**src/rtl/ivc_pkg.sv**
```systemverilog
package ivc_pkg;
    localparam int NUM_TRAPS   = 5;
    localparam int LVL_W       = 4;
    localparam int ULVL_W      = 3;
    localparam int VEC_W       = 8;
    localparam int ADDR_W      = 24;
    localparam int TRAP_SEL_W  = $clog2(NUM_TRAPS);

    localparam logic [ADDR_W-1:0] PRI_BASE      = 24'h000004;
    localparam logic [ADDR_W-1:0] ALT_BASE      = 24'h000084;
    localparam logic [VEC_W-1:0]  MASK_VEC_BASE = 8'd8;
    localparam logic [LVL_W-1:0]  TRAP_LEVEL    = 4'd8;
    localparam logic [LVL_W-1:0]  LOCK_LEVEL    = 4'd7;

    typedef struct packed {
        logic              valid;
        logic              is_trap;
        logic [VEC_W-1:0]  vec;
        logic [LVL_W-1:0]  lvl;
    } winner_t;

    function automatic logic [ADDR_W-1:0] vector_address(input logic alt, input logic [VEC_W-1:0] vec);
        logic [ADDR_W-1:0] base;
        base = alt ? ALT_BASE : PRI_BASE;
        return base + {{(ADDR_W-VEC_W-1){1'b0}}, vec, 1'b0};
    endfunction
endpackage

```
**src/rtl/ivc_mask_arb.sv**
```systemverilog
module ivc_mask_arb
    import ivc_pkg::*;
#(
    parameter int N_SRC = 16
) (
    input  logic [N_SRC-1:0]          req,
    input  logic [ULVL_W*N_SRC-1:0]   lvl,
    output logic                      valid,
    output logic [VEC_W-1:0]          vec,
    output logic [ULVL_W-1:0]         win_lvl
);
    localparam int IDX_W = (N_SRC > 1) ? $clog2(N_SRC) : 1;

    logic [IDX_W-1:0]  best_idx;
    logic [ULVL_W-1:0] best_lvl;

    always_comb begin
        best_idx = '0;
        best_lvl = '0;
        for (int i = 0; i < N_SRC; i++) begin
            if (req[i] && (lvl[i*ULVL_W +: ULVL_W] > best_lvl)) begin
                best_lvl = lvl[i*ULVL_W +: ULVL_W];
                best_idx = IDX_W'(i);
            end
        end
    end

    assign valid   = (best_lvl != '0);
    assign win_lvl = best_lvl;
    assign vec     = VEC_W'(best_idx) + MASK_VEC_BASE;
endmodule

```
**src/rtl/ivc_trap_latch.sv**
```systemverilog
module ivc_trap_latch
    import ivc_pkg::*;
(
    input  logic                  clk,
    input  logic                  rst,
    input  logic [NUM_TRAPS-1:0]  trap_in,
    input  logic                  take_trap,
    output logic                  any,
    output logic [VEC_W-1:0]      vec
);
    logic [NUM_TRAPS-1:0]  pend_q;
    logic [TRAP_SEL_W-1:0] sel;
    logic [NUM_TRAPS-1:0]  clr;

    always_comb begin
        sel = '0;
        for (int i = NUM_TRAPS - 1; i >= 0; i--) begin
            if (pend_q[i]) sel = TRAP_SEL_W'(i);
        end
    end

    assign any = |pend_q;
    assign vec = VEC_W'(sel) + VEC_W'(1);
    assign clr = take_trap ? (NUM_TRAPS'(1) << sel) : '0;

    always_ff @(posedge clk) begin
        if (rst) pend_q <= '0;
        else     pend_q <= (pend_q & ~clr) | trap_in;
    end
endmodule

```
**src/rtl/ivc_lvl_stack.sv**
```systemverilog
module ivc_lvl_stack
    import ivc_pkg::*;
#(
    parameter int DEPTH = 8
) (
    input  logic             clk,
    input  logic             rst,
    input  logic             push,
    input  logic             pop,
    input  logic [LVL_W-1:0] din,
    output logic [LVL_W-1:0] top,
    output logic             empty
);
    localparam int PW = $clog2(DEPTH + 1);
    localparam int IW = (DEPTH > 1) ? $clog2(DEPTH) : 1;

    logic [LVL_W-1:0] mem [DEPTH];
    logic [PW-1:0]    ptr;
    logic             full;

    assign empty = (ptr == '0);
    assign full  = (ptr == PW'(DEPTH));
    assign top   = empty ? '0 : mem[IW'(ptr - 1'b1)];

    always_ff @(posedge clk) begin
        if (rst) begin
            ptr <= '0;
        end else if (push && !full) begin
            mem[IW'(ptr)] <= din;
            ptr           <= ptr + 1'b1;
        end else if (pop && !empty) begin
            ptr <= ptr - 1'b1;
        end
    end
endmodule

```
**src/rtl/ivc_top.sv**
```systemverilog
module ivc_top
    import ivc_pkg::*;
#(
    parameter int N_SRC       = 16,
    parameter int STACK_DEPTH = 8
) (
    input  logic                    clk,
    input  logic                    rst,
    input  logic [N_SRC-1:0]        irq_flag,
    input  logic [N_SRC-1:0]        irq_en,
    input  logic [3*N_SRC-1:0]      irq_lvl,
    input  logic [4:0]              trap_in,
    input  logic                    nest_dis,
    input  logic                    alt_sel,
    input  logic                    boundary,
    input  logic                    rtn,
    input  logic                    ipl_wr,
    input  logic [2:0]              ipl_wdata,
    output logic                    exc_take,
    output logic [7:0]              exc_vec,
    output logic [23:0]             exc_addr,
    output logic [3:0]              cpu_lvl
);
    logic [N_SRC-1:0]        req_q;
    logic [3*N_SRC-1:0]      lvl_q;
    logic                    mask_valid;
    logic [VEC_W-1:0]        mask_vec;
    logic [ULVL_W-1:0]       win_lvl;
    logic                    trap_any;
    logic [VEC_W-1:0]        trap_vec;
    winner_t                 win;
    logic                    win_is_trap;
    logic [LVL_W-1:0]        lvl_q4;
    logic [LVL_W-1:0]        stk_top;
    logic                    stk_empty;
    logic [LVL_W-1:0]        entry_lvl;

    always_ff @(posedge clk) begin
        if (rst) begin
            req_q <= '0;
            lvl_q <= '0;
        end else begin
            req_q <= irq_flag & irq_en;
            lvl_q <= irq_lvl;
        end
    end

    ivc_mask_arb #(.N_SRC(N_SRC)) arb_i (
        .req     (req_q),
        .lvl     (lvl_q),
        .valid   (mask_valid),
        .vec     (mask_vec),
        .win_lvl (win_lvl)
    );

    ivc_trap_latch trap_i (
        .clk       (clk),
        .rst       (rst),
        .trap_in   (trap_in),
        .take_trap (exc_take && win_is_trap),
        .any       (trap_any),
        .vec       (trap_vec)
    );

    always_comb begin
        if (trap_any) begin
            win.valid   = 1'b1;
            win.is_trap = 1'b1;
            win.vec     = trap_vec;
            win.lvl     = TRAP_LEVEL;
        end else begin
            win.is_trap = 1'b0;
            win.vec     = mask_vec;
            win.lvl     = {1'b0, win_lvl};
            win.valid   = mask_valid && ({1'b0, win_lvl} > lvl_q4);
        end
    end

    assign win_is_trap = win.is_trap;
    assign exc_take    = boundary && win.valid;
    assign exc_vec     = win.vec;
    assign exc_addr    = vector_address(alt_sel, win.vec);
    assign entry_lvl   = win.is_trap ? TRAP_LEVEL : (nest_dis ? LOCK_LEVEL : win.lvl);

    ivc_lvl_stack #(.DEPTH(STACK_DEPTH)) stk_i (
        .clk   (clk),
        .rst   (rst),
        .push  (exc_take),
        .pop   (rtn && !exc_take),
        .din   (lvl_q4),
        .top   (stk_top),
        .empty (stk_empty)
    );

    always_ff @(posedge clk) begin
        if (rst) begin
            lvl_q4 <= '0;
        end else if (exc_take) begin
            lvl_q4 <= entry_lvl;
        end else if (rtn) begin
            lvl_q4 <= stk_empty ? '0 : stk_top;
        end else if (ipl_wr && !nest_dis) begin
            lvl_q4 <= {1'b0, ipl_wdata};
        end
    end

    assign cpu_lvl = lvl_q4;
endmodule

```
**config.mk**
```make
export PLATFORM = sky130hd
export DESIGN_NAME = ivc_top
export DESIGN_NICKNAME = d
export VERILOG_FILES = /design/src/rtl/ivc_pkg.sv /design/src/rtl/ivc_mask_arb.sv /design/src/rtl/ivc_trap_latch.sv /design/src/rtl/ivc_lvl_stack.sv /design/src/rtl/ivc_top.sv
export SDC_FILE = /design/constraint.sdc
export NUM_CORES = 1
export LEC_CHECK = 0
export BUFFER_PORTS_ARGS = -buffer_cell sky130_fd_sc_hd__buf_4
export CAP_MARGIN = 10
export CORE_UTILIZATION = 51
export DETAILED_ROUTE_END_ITERATION = 8
export PLACE_DENSITY = 0.83
export SLEW_MARGIN = 40
export SYNTH_ARGS = -nofsm -noshare
export SYNTH_HDL_FRONTEND = slang
export SYNTH_HIERARCHICAL = 1
export SYNTH_SLANG_ARGS = --single-unit
```
**constraint.sdc**
```tcl
create_clock -name clk -period 21.7 [get_ports clk]
set_input_delay 2.17 -clock clk [delete_from_list [all_inputs] [get_ports clk]]
set_output_delay 2.17 -clock clk [all_outputs]
set_load 0.1 [all_outputs]
```
* Word level (Yosys, flattened, before mapping)
Memories as Yosys holds them, arrays and structs flattened.
Cells that the tools add are included.
** Cells by class
- $add $sub $neg :: 5
- Reduce and logical (&&, ||, !) cells :: 32
- Bitwise operators :: 4
- Multiplexer cells :: 50
- Eq/ne operators :: 1
- Shift-type cells :: 1
- Magnitude comparators :: 17
** Operators with widths (number)
- $mux 3 :: 25
- $mux 4 :: 16
- $gt 3x3->1 :: 15
- $logic_and 1x1->1 :: 23
- $and 16x16->16 :: 1
- $mux 14 :: 1
- $add 8x9->10 :: 1
- $mux 8 :: 1
- $reduce_bool 3->1 :: 2
- $add 4x4->5 const B :: 1
- $and 5x5->5 :: 1
- $mux 5 :: 1
- $not 5->5 :: 1
- $or 5x5->5 :: 1
- $reduce_or 5->1 :: 1
- $shl 1x3->5 const A :: 1
- $add 3x1->4 const B :: 1
- $add 4x1->4 const B :: 1
- $eq 4x4->1 const B :: 1
- $gt 3x4->1 :: 1
- $logic_not 1->1 :: 4
- $logic_not 4->1 :: 1
- $mux 1 :: 4
- $mux 2 :: 2
- other kinds (3) :: 3
** Word-level totals
- Input port bits :: 95
- Output and inout bits :: 37
- Memories :: 1
- Logic and storage cells :: 116
- Flip-flop bits (word level) :: 77
- Memory bits (writable) :: 32
** Memory list
- stk_i.mem :: depth 8, width 4, read ports 1, clocked after memory_dff 0, write ports 1, line ivc_lvl_stack.sv:17 : logic [LVL_W-1:0] mem [DEPTH];

* Logic depth before layout (Yosys ltp)
- Depth in word-level cells :: 57
- Gate-level depth with buffers :: 110
- Depth with buffers taken out :: 109

* Modules after synthesis
Netlist, hierarchy kept.
** Modules (own cells, without submodules)
- ivc_top :: instances 1, cells an instance 246, seq. area each 1361.3 sq um, area an instance 2444.8 sq um
- ivc_mask_arb :: instances 1, cells an instance 325, seq. area each 0.0 sq um, area an instance 2202.1 sq um
- ivc_lvl_stack :: instances 1, cells an instance 115, seq. area each 1041.0 sq um, area an instance 1624.1 sq um
- ivc_trap_latch :: instances 1, cells an instance 41, seq. area each 100.1 sq um, area an instance 324.1 sq um

* Least setup slack after synthesis
OpenSTA, ideal clock, no wires.
- Path kind :: flip-flop to output port
- Start point :: reg req_q[0]
- End point :: out exc_addr[4]
- Buffers on the path :: 1
- Data required time :: 19530 ps
- Data arrival time :: 22486 ps
- Slack :: -2956 ps
- Cell stages (with the launch flop) :: 99
- Path through :: dfxtp_1 and2_1 inv_1 ha_1 and3_1 a2111o_1 buf_6 mux2_2 ha_1 nor2_1 maj3_1 a211oi_1 a211oi_1 ha_1 nor2_1 and2_1 a21o_1 a31oi_1 (+63 left out) o21ai_0 ha_1 inv_1 a21oi_1 a21oi_1 maj3_1 nand2_1 mux2i_1 ha_1 nor2b_1 o21a_1 o211ai_1 nand2_1 or2_1 mux2i_1 inv_1 ha_1 xor2_1
** On the way
- Word-level cells in the longest chain between the ends :: 50
- Elaborated cells on any way between the ends :: 64
- Classes of those cells :: add/sub: 2; order compare: 15; mux: 31; reduce/logical: 16
** RTL lines
- start, declared :: line ivc_top.sv:24 : logic [N_SRC-1:0] req_q;
- start signal, assigned :: line ivc_top.sv:43 : req_q <= irq_flag & irq_en;
- $logic_and 1x1->1 * :: line ivc_mask_arb.sv:21 : if (req[i] && (lvl[i*ULVL_W +: ULVL_W] > best_lvl)) begin
- $mux 3 * :: line ivc_mask_arb.sv:21
- $gt 3x3->1 :: line ivc_mask_arb.sv:21
- $logic_and 1x1->1 :: line ivc_mask_arb.sv:21
- $mux 3 :: line ivc_mask_arb.sv:21
- $gt 3x3->1 :: line ivc_mask_arb.sv:21
- $logic_and 1x1->1 :: line ivc_mask_arb.sv:21
- $mux 3 :: line ivc_mask_arb.sv:21
- (+36 left out)
- $gt 3x3->1 :: line ivc_mask_arb.sv:21
- $logic_and 1x1->1 :: line ivc_mask_arb.sv:21
- $mux 4 * :: line ivc_mask_arb.sv:21
- $add 4x4->5 * :: line ivc_mask_arb.sv:30 : assign vec = VEC_W'(best_idx) + MASK_VEC_BASE;
- via mask_vec[1] :: line ivc_top.sv:27 : logic [VEC_W-1:0] mask_vec;
- $mux 14 * :: line ivc_top.sv:66 : if (trap_any) begin
- via exc_vec[1] :: line ivc_top.sv:20 : output logic [7:0] exc_vec,
- $add 8x9->10 * :: line ivc_pkg.sv:25 : return base + {{(ADDR_W-VEC_W-1){1'b0}}, vec, 1'b0};
- end, declared :: line ivc_top.sv:21 : output logic [23:0] exc_addr,
The timed path passes the listed nets; every way through them passes the cells marked *.

* Final worst setup path
- Start point :: reg req_q[0]
- End point :: out exc_take
** On the way
- Word-level cells in the longest chain between the ends :: 51
- Elaborated cells on any way between the ends :: 52
- Classes of those cells :: order compare: 16; mux: 17; reduce/logical: 19
** RTL lines
- $logic_and 1x1->1 * :: line ivc_mask_arb.sv:21
- $mux 3 * :: line ivc_mask_arb.sv:21
- $gt 3x3->1 :: line ivc_mask_arb.sv:21
- $logic_and 1x1->1 :: line ivc_mask_arb.sv:21
- $mux 3 * :: line ivc_mask_arb.sv:21
- $gt 3x3->1 :: line ivc_mask_arb.sv:21
- $logic_and 1x1->1 :: line ivc_mask_arb.sv:21
- $mux 3 * :: line ivc_mask_arb.sv:21
- (+36 left out)
- $gt 3x3->1 :: line ivc_mask_arb.sv:21
- $logic_and 1x1->1 :: line ivc_mask_arb.sv:21
- $mux 3 * :: line ivc_mask_arb.sv:21
- via win_lvl[0] :: line ivc_top.sv:28 : logic [ULVL_W-1:0] win_lvl;
- $gt 3x4->1 or $reduce_bool 3->1 (tied branches) :: line ivc_top.sv:75, ivc_mask_arb.sv:28
- $logic_and 1x1->1 * :: line ivc_top.sv:75 : win.valid = mask_valid && ({1'b0, win_lvl} > lvl_q4);
- $mux 14 * :: line ivc_top.sv:66
- $logic_and 1x1->1 * :: line ivc_top.sv:80 : assign exc_take = boundary && win.valid;
- end, declared :: line ivc_top.sv:19 : output logic exc_take,
Marked as above.

==> out/results.ini <==
[global_routing]
grt_pass1_wl_mm=23.9
grt_overflow=0
grt.total_usage_pct=22.9
top_usage_layer=met2
antenna_found_initial=0
grt_use_met3_pct=4.71
grt_max_degree=79
grt_pass1_vias=5228
met1_usage_pct=29.8
met2_usage_pct=38.1

[place]
io_buffers=111
place_inst=993
place_ws_ps=-25.2
post-dp-hpwl_mm=11.2
globalplace.congestion=0.926
postPlaceCellArea_mm2=0.00772

[clock_tree]
ctsHoldBuffers=0
clk_pin_slew_worst_paths_ps=70
cts_sinks=109
clockBufferDepth=2
cts_tree=built
cts_made_buffers=9
clock-root-buffer=clkbuf_16
htree_levels=3
clk_latency_ps=360

[sta]
max_freq_mhz=46.6
relSlewSlack_pct=49.3
worst_slack_ps=223
period_minus_slack_ps=21480
slew_violations=0
whs_ps=503
finalSetupTns_ps=0
setup_viol=0
fin_worst_skew_ps=9.51
tightest_slew_ps=760
final_hold_viol_count=0
period_share_pct=99.0

[worst_setup_path]
crit_slowest_cell=o41ai_2
cp-start-kind=register
worst_ep_required_time_ps=19530
worst_ep_arrival_time_ps=19310
path_class=register to output port
critPathMaxStageDelay_ps=410
path_common_cell=ha_4
critPathCaptureType=output port
crit_fanout=5

[floorplanning]
start_util_pct=52.3
chipWidth_um=116
die_area_mm2=0.0134
core.rowCount=41
die_y_um=116
ios=132
core_area_mm2=0.0126

[synthesis]
syn_area_per_cell_um2=9.07
synth_area_mm2=0.00660
yosysSeqAreaShare_pct=37.9
ys_ff_latch=109
synthArstFlopShare_pct=0
synth_edf_count=32
synth_ff_type=dfxtp_1
yosys_warnings=6
yosysUniqueCellTypes=90
netlist_instances=727

[route]
routed-via-count=5848
finalWirelength_mm=16.5
drt_iter0_drc=348
dr.pass1.iters=5
viasPerCell=5.60
wl_per_cell_um=15.7
ant_nets=0
remaining_drc_errors=0

[layout]
area_growth_pct=32.1
mostFrequentLayoutCells=buf_4 (147), dfxtp_1 (75), nand2_1 (67), nor2_1 (64), nor2b_1 (58)
final_cells=1045
finish.instance_area_mm2=0.00871
fin_nets=994
antennaDiodeCount=0
final_common_cell=buf_4
drive_gt1_share_pct=35.3
fill_cells=936

[pwr]
switching_share_pct=39.2
vdd_drop_max_mv=0.0486
p_sw_mw=0.270
seqPwrFrac_pct=35.7
p_leak_nw=3.57
p_clk_share_pct=22.8
pwr_density_cell_mw_per_mm2=78.8
p_comb_share_pct=41.5
internal_power_mw=0.417

[status]
status=completed

[hold_path]
min_path_type=register to register

[job]
drv_cap=0

[repair_timing]
item | CTS | global route
resized for setup | 9 | 72
endpoints found under the hold margin | 0 | 0
pin swaps | 6 | 64
setup buffers | 3 | 32
cloned | 0 | 1
setup endpoints to repair | 4 | 44
[critical path: cells and delay by family, from the launching register on]
family                   cells  cell delay, ps
adder cells (fa/ha/maj)     20            5280
multiplexers                 7            2340
flip-flops                   1             370
buffers and inverters        7             690
AND/OR/NAND/NOR             30            3520
AO/OA/AOI/OAI               37            6720
[synthesized netlist by cell type, types with 3 or more instances]
master	instances	area share (%)
a21o_1	3	0.34
mux4_2	8	2.7
nand3b_1	4	0.46
nor2_1	72	4.1
a31oi_1	13	1.2
nor3b_1	5	0.57
conb_1	3	0.17
inv_1	41	2.3
a22oi_1	4	0.46
buf_4	25	2.8
nor3_1	17	1.3
maj3_1	11	1.7
and3_1	6	0.57
o211ai_1	6	0.68
or2_2	4	0.38
or4_1	3	0.34
o21a_1	10	1.1
mux2i_1	4	0.61
a21oi_1	30	2.3
ha_1	31	5.9
o21bai_1	5	0.57
and2_1	16	1.5
mux2_4	7	1.6
dfxtp_1	77	23
o21ai_0	24	1.8
edfxtp_1	32	15
mux2_2	7	1.2
o221ai_1	3	0.40
buf_2	4	0.30
a31o_2	5	0.66
nand3_1	17	1.3
nor2b_1	58	5.5
clkbuf_1	9	0.51
o32ai_1	3	0.40
nand2_1	77	4.4
o2111ai_1	4	0.53
a221oi_1	3	0.40
o31a_1	3	0.40
nand2b_1	5	0.47
xnor2_1	4	0.53
[routing by layer]
| layer | vias up | wire [um] |
|---|---|---|
| li1 | 2839 | - |
| met2 | 254 | 8060 |
| met1 | 2717 | 7010 |
| met4 | 0 | 352 |
| met3 | 38 | 1030 |
| met5 | - | 0 |
[state kept, by name, indices dropped and copies added, names as in the netlist]
| register | cells |
|---|---|
| stk_i/ptr | 4 |
| lvl_q | 48 |
| stk_i/mem | 32 |
| req_q | 16 |
| trap_i/pend_q | 5 |
| cpu_lvl | 4 |
[worst paths after layout]
path | slack [ps] | cells past startpoint | start | to
worst max-delay path | 220 | 101 | req_q[0] | exc_take
worst min-delay path | 500 | 2 | trap_i/pend_q[4] | trap_i/pend_q[4]
worst max register to register | 1170 | 104 | req_q[0] | stk_i/mem[1][3]
worst min register to register | 500 | 2 | trap_i/pend_q[4] | trap_i/pend_q[4]
[cell type report]
type,instances,area [um2],share of cell area (%)
multi-input cells,555,4400,50.5
flip-flops and latches,109,2510,28.8
repair buffers,150,1150,13.2
clock buffers,9,225,2.58
well taps,172,215,2.47
inverters,43,165,1.90
clock inverters,7,58.8,0.675
[power by group through the flow]
stage | Clock (mW) | Combinational (mW) | Sequential [mW]
global placement | 0 | 0.240 | 0.248
detailed placement | 0 | 0.245 | 0.249
global route | 0.168 | 0.305 | 0.248
floorplan | 0 | 0.200 | 0.245
CTS | 0.159 | 0.249 | 0.244
finish | 0.157 | 0.285 | 0.245
[logic make-up (layout without fill, tap and decap cells)]
| kind of cell | after synthesis | count (layout) | synth area share (%) |
|---|---|---|---|
| AND/OR/NAND/NOR | 302 | 302 | 23.3 |
| AO/OA/AOI/OAI | 157 | 157 | 17.9 |
| flip-flops | 109 | 109 | 37.9 |
| buffers and inverters | 83 | 209 | 6.34 |
| adder cells (fa/ha/maj) | 42 | 42 | 7.55 |
| multiplexers | 26 | 26 | 6.13 |
| XOR/XNOR | 5 | 5 | 0.664 |
| other | 3 | 23 | 0.171 |
[metrics by stage]
stage	total power [mW]	utilization, %
after floorplan	0.445	-
after global placement	0.488	61.1
after detailed placement	0.494	61.1
after CTS	0.652	63.9
after global routing	0.721	69.1
final	0.687	69.1
(Power assumes the default switching activity.)
